--- src/rtl/fbdiv_pkg.sv ---
package fbdiv_pkg;
  parameter int unsigned FB_A_W    = 6;
  parameter int unsigned FB_B_W    = 13;
  parameter int unsigned FB_MODE_W = 2;
  parameter int unsigned FB_BASE_P = 8;

  // Widest prescaler count value needed: largest P (count runs 0..P).
  function automatic int unsigned fb_max_p(int unsigned base_p, int unsigned mode_w);
    return base_p << ((1 << mode_w) - 1);
  endfunction
endpackage

--- src/rtl/fbdiv_prescaler.sv ---
module fbdiv_prescaler #(
  parameter int unsigned MODE_W = fbdiv_pkg::FB_MODE_W,
  parameter int unsigned BASE_P = fbdiv_pkg::FB_BASE_P,
  localparam int unsigned MAX_P = fbdiv_pkg::fb_max_p(BASE_P, MODE_W),
  localparam int unsigned CNT_W = $clog2(MAX_P + 1)
) (
  input  logic              clk_i,
  input  logic              rst_ni,
  input  logic              en_i,
  input  logic              restart_i,
  input  logic [MODE_W-1:0] mode_ld_i,
  input  logic              plus_one_i,
  output logic              tick_o,
  output logic [MODE_W-1:0] mode_o,
  output logic [CNT_W-1:0]  cnt_o
);
  logic [CNT_W-1:0]  cnt_q, cnt_d, cnt_eff, ratio, limit;
  logic [MODE_W-1:0] mode_q, mode_d, mode_eff;

  always_comb begin
    mode_eff = restart_i ? mode_ld_i : mode_q;
    cnt_eff  = restart_i ? '0 : cnt_q;
    ratio    = CNT_W'(BASE_P) << mode_eff;
    limit    = ratio - CNT_W'(1) + CNT_W'(plus_one_i);
    tick_o   = (cnt_eff == limit);
    cnt_d    = cnt_q;
    mode_d   = mode_q;
    if (en_i) begin
      cnt_d  = tick_o ? '0 : cnt_eff + CNT_W'(1);
      mode_d = mode_eff;
    end
  end

  always_ff @(posedge clk_i or negedge rst_ni) begin
    if (!rst_ni) begin
      cnt_q  <= '0;
      mode_q <= '0;
    end else begin
      cnt_q  <= cnt_d;
      mode_q <= mode_d;
    end
  end

  assign mode_o = mode_q;
  assign cnt_o  = cnt_q;
endmodule

--- src/rtl/fbdiv_downcnt.sv ---
module fbdiv_downcnt #(
  parameter int unsigned W = 8
) (
  input  logic         clk_i,
  input  logic         rst_ni,
  input  logic         en_i,
  input  logic         restart_i,
  input  logic [W-1:0] load_i,
  input  logic         dec_i,
  output logic         is_zero_o,
  output logic         is_one_o,
  output logic [W-1:0] value_o
);
  logic [W-1:0] val_q, val_d, val_eff;

  always_comb begin
    val_eff   = restart_i ? load_i : val_q;
    is_zero_o = (val_eff == '0);
    is_one_o  = (val_eff == W'(1));
    val_d     = val_q;
    if (en_i) begin
      val_d = (dec_i && !is_zero_o) ? val_eff - W'(1) : val_eff;
    end
  end

  always_ff @(posedge clk_i or negedge rst_ni) begin
    if (!rst_ni) val_q <= '0;
    else         val_q <= val_d;
  end

  assign value_o = val_q;
endmodule

--- src/rtl/swallow_fbdiv.sv ---
module swallow_fbdiv #(
  parameter int unsigned A_W    = fbdiv_pkg::FB_A_W,
  parameter int unsigned B_W    = fbdiv_pkg::FB_B_W,
  parameter int unsigned MODE_W = fbdiv_pkg::FB_MODE_W,
  parameter int unsigned BASE_P = fbdiv_pkg::FB_BASE_P,
  localparam int unsigned MAX_P = fbdiv_pkg::fb_max_p(BASE_P, MODE_W),
  localparam int unsigned CNT_W = $clog2(MAX_P + 1)
) (
  input  logic              clk_i,
  input  logic              rst_ni,
  input  logic [A_W-1:0]    swallow_i,
  input  logic [B_W-1:0]    main_i,
  input  logic [MODE_W-1:0] mode_i,
  output logic              pulse_o,
  output logic              cfg_err_o
);
  logic              fresh_q, fresh_d;
  logic              pulse_q, pulse_d;
  logic              run_en, tick, cyc_end;
  logic              a_zero, a_one, b_zero, b_one;
  logic [A_W-1:0]    a_val;
  logic [B_W-1:0]    b_val;
  logic [MODE_W-1:0] mode_sh;
  logic [CNT_W-1:0]  pre_cnt;

  // Setting check on live inputs; a bad setting freezes and rearms the cycle.
  assign cfg_err_o = (main_i == '0) || (B_W'(swallow_i) > main_i);
  assign run_en    = !cfg_err_o;

  fbdiv_prescaler #(.MODE_W(MODE_W), .BASE_P(BASE_P)) u_pre (
    .clk_i, .rst_ni,
    .en_i(run_en), .restart_i(fresh_q), .mode_ld_i(mode_i),
    .plus_one_i(!a_zero), .tick_o(tick), .mode_o(mode_sh), .cnt_o(pre_cnt)
  );

  fbdiv_downcnt #(.W(A_W)) u_swallow (
    .clk_i, .rst_ni,
    .en_i(run_en), .restart_i(fresh_q), .load_i(swallow_i), .dec_i(tick),
    .is_zero_o(a_zero), .is_one_o(a_one), .value_o(a_val)
  );

  fbdiv_downcnt #(.W(B_W)) u_main (
    .clk_i, .rst_ni,
    .en_i(run_en), .restart_i(fresh_q), .load_i(main_i), .dec_i(tick),
    .is_zero_o(b_zero), .is_one_o(b_one), .value_o(b_val)
  );

  always_comb begin
    cyc_end = tick && b_one;
    fresh_d = cfg_err_o || cyc_end;
    pulse_d = run_en && cyc_end;
  end

  always_ff @(posedge clk_i or negedge rst_ni) begin
    if (!rst_ni) begin
      fresh_q <= 1'b1;
      pulse_q <= 1'b0;
    end else begin
      fresh_q <= fresh_d;
      pulse_q <= pulse_d;
    end
  end

  assign pulse_o = pulse_q && !cfg_err_o;
endmodule

--- config.mk ---
export PLATFORM = sky130hd
export DESIGN_NAME = swallow_fbdiv
export DESIGN_NICKNAME = d
export VERILOG_FILES = /design/src/rtl/fbdiv_pkg.sv /design/src/rtl/fbdiv_prescaler.sv /design/src/rtl/fbdiv_downcnt.sv /design/src/rtl/swallow_fbdiv.sv
export SDC_FILE = /design/constraint.sdc
export NUM_CORES = 1
export LEC_CHECK = 0
export ABC_AREA = 1
export BUFFER_PORTS_ARGS = -buffer_cell sky130_fd_sc_hd__buf_2
export CORE_MARGIN = 3
export CORE_UTILIZATION = 60
export DETAILED_ROUTE_END_ITERATION = 8
export PLACE_DENSITY_LB_ADDON = 0.05
export SKIP_LAST_GASP = 1
export SLEW_MARGIN = 40
export SYNTH_ARGS = -nofsm -noshare
export SYNTH_HDL_FRONTEND = slang
export SYNTH_SLANG_ARGS = --single-unit
--- constraint.sdc ---
create_clock -name clk_i -period 2.84 [get_ports clk_i]
set_input_delay 0.568 -clock clk_i [delete_from_list [all_inputs] [get_ports clk_i]]
set_output_delay 0.568 -clock clk_i [all_outputs]
set_load 0.01 [all_outputs]
Word-level counts from Yosys, hierarchy flattened
Index checks and enable logic that the tools add are counted.

storage, ports and cells
  bits in latches = 0
  bits in registers = 30
  bits in read-only memories = 0
  memories = 0
  RAM bits = 0
  input port bits = 23

cells by class
  bitwise logic cells = 0
  $lt $le $gt $ge = 1
  multipliers = 0
  eq/ne operators = 2
  divide/modulo/power cells = 0
  add/subtract/negate cells = 5
  shift-type cells = 1
  reductions and logical operators = 13
  muxes and demuxes = 7

operators with widths
  cell                   count
  $logic_not 13->1       2
  $mux 13                2
  $mux 7                 2
  $eq 13x1->1 const B    1
  $gt 6x13->1            1
  $sub 13x1->13 const B  1
  $mux 6                 2
  $add 7x1->7            1
  $add 7x1->7 const B    1
  $eq 7x7->1             1
  $shl 4x2->7 const A    1
  $sub 7x1->7 const B    1
  $logic_not 6->1        1
  $sub 6x1->6 const B    1
  $logic_and 1x1->1      5
  $logic_not 1->1        3
  $logic_or 1x1->1       2
  $mux 2                 1

Longest topological paths before layout
  depth in word-level cells = 7
  gate-level depth with buffers = 20
  depth with buffers taken out = 18

Cells and area by module
Synthesis repeated with hierarchy kept, for this count alone.

unflattened totals
  cells, all modules = 518
  area total of the unflattened synthesis = 3181.8 µm²

modules (own cells, without submodules)
  module                      times used  area an instance (µm²)  cells each  sequential area each (µm²)
  fbdiv_downcnt at u_main     1           1401.3                  236         325.3
  fbdiv_prescaler             1           762.0                   118         225.2
  fbdiv_downcnt at u_swallow  1           690.7                   111         150.1
  swallow_fbdiv               1           327.8                   53          51.3

Worst setup path before layout
No wires, ideal clock.

  path type = reg2reg
  start point = reg fresh_q
  end point = reg u_main.val_q[8], in the netlist u_main.value_o[8]
  data required time = 2723 ps
  setup time = 117 ps
  path buffers = 4
  stages on the path, launching flop included = 19
  clock period less this slack = 2514 ps
  setup slack = 326 ps
  arrival time = 2396 ps
  path through = dfstp_2 buf_6 buf_6 nand2_1 o21ai_1 ha_1 nand3_4 nor2_8 nand2_4 buf_6 nand2_2 o21ai_2 nor2_2 nand2_2 nor2_4 buf_6 nand4_1 nand3_1 nand2_1

on the way
  cells in the longest elaborated chain, start to end = 7
  elaborated cells between the ends (all ways) = 15

ends and longest elaborated chain
  element                                                line                                        RTL
  start: declaration                                     swallow_fbdiv.sv:17                         logic fresh_q, fresh_d;
  start signal: assignment                               swallow_fbdiv.sv:59                         fresh_q <= fresh_d;
  $mux 2 / $mux 6 (equally long branches)                fbdiv_prescaler.sv:21, fbdiv_downcnt.sv:17
  $shl 4x2->7 / $logic_not 6->1 (equally long branches)  fbdiv_prescaler.sv:23, fbdiv_downcnt.sv:18
  $sub 7x1->7 / $logic_not 1->1 (equally long branches)  fbdiv_prescaler.sv:24, swallow_fbdiv.sv:33
  $add 7x1->7                                            fbdiv_prescaler.sv:24                       limit = ratio - CNT_W'(1) + CNT_W'(plus_one_i);
  $eq 7x7->1                                             fbdiv_prescaler.sv:25                       tick_o = (cnt_eff == limit);
  $logic_and 1x1->1                                      fbdiv_downcnt.sv:22                         val_d = (dec_i && !is_zero_o) ? val_eff - W'(1) : val_eff;
  $mux 13 (*)                                            fbdiv_downcnt.sv:22
  end signal: assignment                                 fbdiv_downcnt.sv:28                         else val_q <= val_d;
  end: declaration                                       fbdiv_downcnt.sv:14                         logic [W-1:0] val_q, val_d, val_eff;

Mark *: on every way between the ends. The rest lies on a longest branch, timed or not.
A chain may end at the register's enable or synchronous reset.

Final worst setup path
  start point = in main_i[2]
  end point = out cfg_err_o

on the way
  cells in the longest elaborated chain, start to end = 2
  elaborated cells between the ends (all ways) = 3

ends and longest elaborated chain
  element                                                 line                 RTL
  start: declaration                                      swallow_fbdiv.sv:12  input logic [B_W-1:0] main_i,
  $gt 6x13->1 / $logic_not 13->1 (equally long branches)  swallow_fbdiv.sv:27  assign cfg_err_o = (main_i == '0) || (B_W'(swallow_i) > main_i);
  $logic_or 1x1->1 (*)                                    swallow_fbdiv.sv:27
  end: declaration                                        swallow_fbdiv.sv:15  output logic cfg_err_o

Marks and branches as above.

==> summary.txt <==
Netlist Area Pre-Place = 2756 µm²
Number of global-route vias before repair = 2442
Die height = 73.78 µm
Post-synthesis compound-gate area fraction = 0.06219
Post-synthesis async set-or-reset flop share = 1.000
Remaining Overflow, GRT = 0
R2R setup slack = 0.25 ns
Post-Synth Simple-Gate Area = 0.4521
End of the worst register-to-register path = u_main.value_o[6]
CP startpoint kind = primary input
Starting Density = 0.6287
Final #Nets = 476
CP Capture Type = output pin
Final-report setup violation count = 0
Pin count of the biggest net entering global routing = 36
Critical-path cell list = buf_2 > inv_1 > ha_1 > nand2_1 > o21ai_0 > a21oi_1 > o21ai_0 > nand2_1 > nand2_2 > buf_4 > buf_2
Reg clk slew, reported paths = 0.07 ns
Crit. path cell count = 11
CTS Root Cell = clkbuf_8
Ratio of cells with drive above 1 in the final layout = 0.1667
Core ar. = 4384 µm²
GR Util All Layers = 0.2635
Worst r2r src = fresh_q
Register area share after synthesis = 0.2728
First-pass GRT wire length = 11.30 mm
Row cnt = 24
Port Buffers = 24
Drt total wl = 6.588 mm
CP arrival = 2.05 ns
Pleak = 0.001701 µW
Synth Area in Adders = 0.04539
I/O pin total = 25
CP top delay family = buffers and inverters
Primary FF master, synth = dfrtp_1
Period utilisation layout = 0.9214
Synth cell types = 36
Synth warnings = 0
Slew HR = 0.5188
Tmin final = 2.617 ns
DIE AREA = 5443 µm²
Max-cap violations = 0
Status = completed
Fill count = 407
Layout Cells excl Fill = 496
CP bufs+invs = 4
Clk sinks = 30
Placed insts = 486
H-tree depth = 2
Synth area leaders = dfrtp_1 (26%), nand2_1 (22%), inv_1 (6.5%)
Cell Pwr Density = 918.1 nW/µm²
Cts bufs inserted = 5
Yosys top cell by area = dfrtp_1
Slowest CP cell = ha_1
Diode count = 0
Synth Area per Inst = 6.610 µm²
Share of Yosys cell area claimed by the top area cell type = 0.2633
Die width = 73.78 µm
Worst Setup SP = main_i[2]
Final core occ = 0.6826
Seq cells post-synth = 30
DR vias = 2708
Later-pin clock latency in the skew report = 0.29 ns
WL per Instance = 13.28 µm
DP HPWL = 4.911 mm
Area grow syn2layout = 8.579%
Xor/xnor share of the synthesized area = 0.05402
Fin. Hold Viols = 0
Routability cong. = 0.9009
Drt pass-1 iters = 5
Commonest non-fill, non-tap cell in the layout = nand2_1
Count of mapped cells out of synthesis = 417
Worst hold path class = in -> async
Initial antenna violation count = 0
Starting DRC count in detailed routing = 257
Clk_skew = 0.01220 ns
RSZ-0062 raised after global routing = yes
DRC = 0
Worst-Margin Slew = 0.7218 ns
Post-CTS Hold Fix Bufs = 0
Number of synthesized flops with an enable pin = 0
Total nets after synthesis = 450
Most frequent cells in the layout = nand2_1 (157), inv_1 (47), dfrtp_1 (29), nor2_1 (27), nand4_1 (25)
Fmax = 382.1 MHz
Vias per cell = 5.460
R2R depth = 18
Antenna viol nets, final = 0
CTS tree = done
Largest family of logic cells by synthesized area = simple AND/OR/NAND/NOR gates
Fin. max-slew vios = 0
Clock buffer depth = 2
Post-synthesis mux area share = 0
Worst VDD drop = 0.5496 mV
Max FO, Critical Path = 10
Required time of the critical path = 2.27 ns
Setup CP Type = in -> out
CP peak stage delay = 0.29 ns
[kinds of logic (layout without fill, tap and decap cells)]
logic type | Yosys count | after routing
adder cells (fa/ha/maj) | 10 | 10
buffers and inverters | 65 | 92
AND/OR/NAND/NOR | 264 | 264
XOR/XNOR | 17 | 17
AO/OA/AOI/OAI | 31 | 31
flip-flops | 30 | 30
[synth_stat cells, types with 2 or more instances]
cell type,n
o21ai_0,15
clkbuf_1,3
buf_6,7
dfrtp_1,29
nand3b_1,2
buf_2,3
nand2_4,4
a21oi_1,3
nand3_1,20
o21ai_1,8
nor2_4,3
nand2_1,158
ha_1,10
nor3_1,5
nand2_2,11
nor2_1,27
o21ai_2,2
nand4_1,25
inv_1,48
xnor2_1,3
buf_4,2
xor2_1,14
nor2_2,2
[cell type report]
class	instances	area, µm²	share of cell area
well taps	52	65.06	0.02174
flip-flops and latches	30	752.0	0.2513
repair buffers	35	206.4	0.06898
inverters	49	183.9	0.06145
multi-input cells	322	1694	0.5661
clock inverters	1	5.005	0.001672
clock buffers	7	86.33	0.02885
[timing repair]
item,in CTS,in global routing
endpoints found under the setup margin,0,17
setup buffers,0,2
gates resized for setup,0,2
[sequential cells by signal (all words and copies together), names as in the netlist]
signal and flops:
pulse_q 1, u_pre.cnt_o 7, u_pre.mode_o 2, fresh_q 1, u_swallow.value_o 6, u_main.value_o 13
[layer usage]
layer	track usage	vias up	part of all wire	wire length (µm)
met2	0.4035	68	0.46	3004
met3	0.04788	8	0.050	331
met5	0	-	0	0
met4	0.07847	0	0.012	76
met1	0.3752	1253	0.48	3176
li1	-	1379	-	-
[metrics by stage]
stage	total power [µW]	area [µm²]	worst slack, ns	TNS [ns]	hold slack [ns]
finish	2748	2993	0.2231	0	0.3248
global placement	2309	2880	0.1696	0	0.4603
CTS	2727	2972	0.1604	0	0.3508
detailed placement	2342	2880	0.1501	0	0.4604
floorplan	2044	2756	0.3264	0	0.2724
global route	3032	2993	-0.03304	-0.03304	0.3722
[worst max path at each step]
stage,slack (ns),to
global placement,0.17,u_pre.cnt_o[5]
global route,-0.03,u_main.value_o[4]
detailed placement,0.15,u_main.value_o[8]
floorplan,0.33,u_main.value_o[8]
CTS,0.16,cfg_err_o
finish,0.22,cfg_err_o
[power by group]
group | internal (µW) | switching [µW] | leakage (µW)
Sequential | 619 | 99.4 | 0.000370
Clock | 195 | 176 | 0.0000482
Combinational | 575 | 1080 | 0.00128
Power figures use the tool's default switching activity.
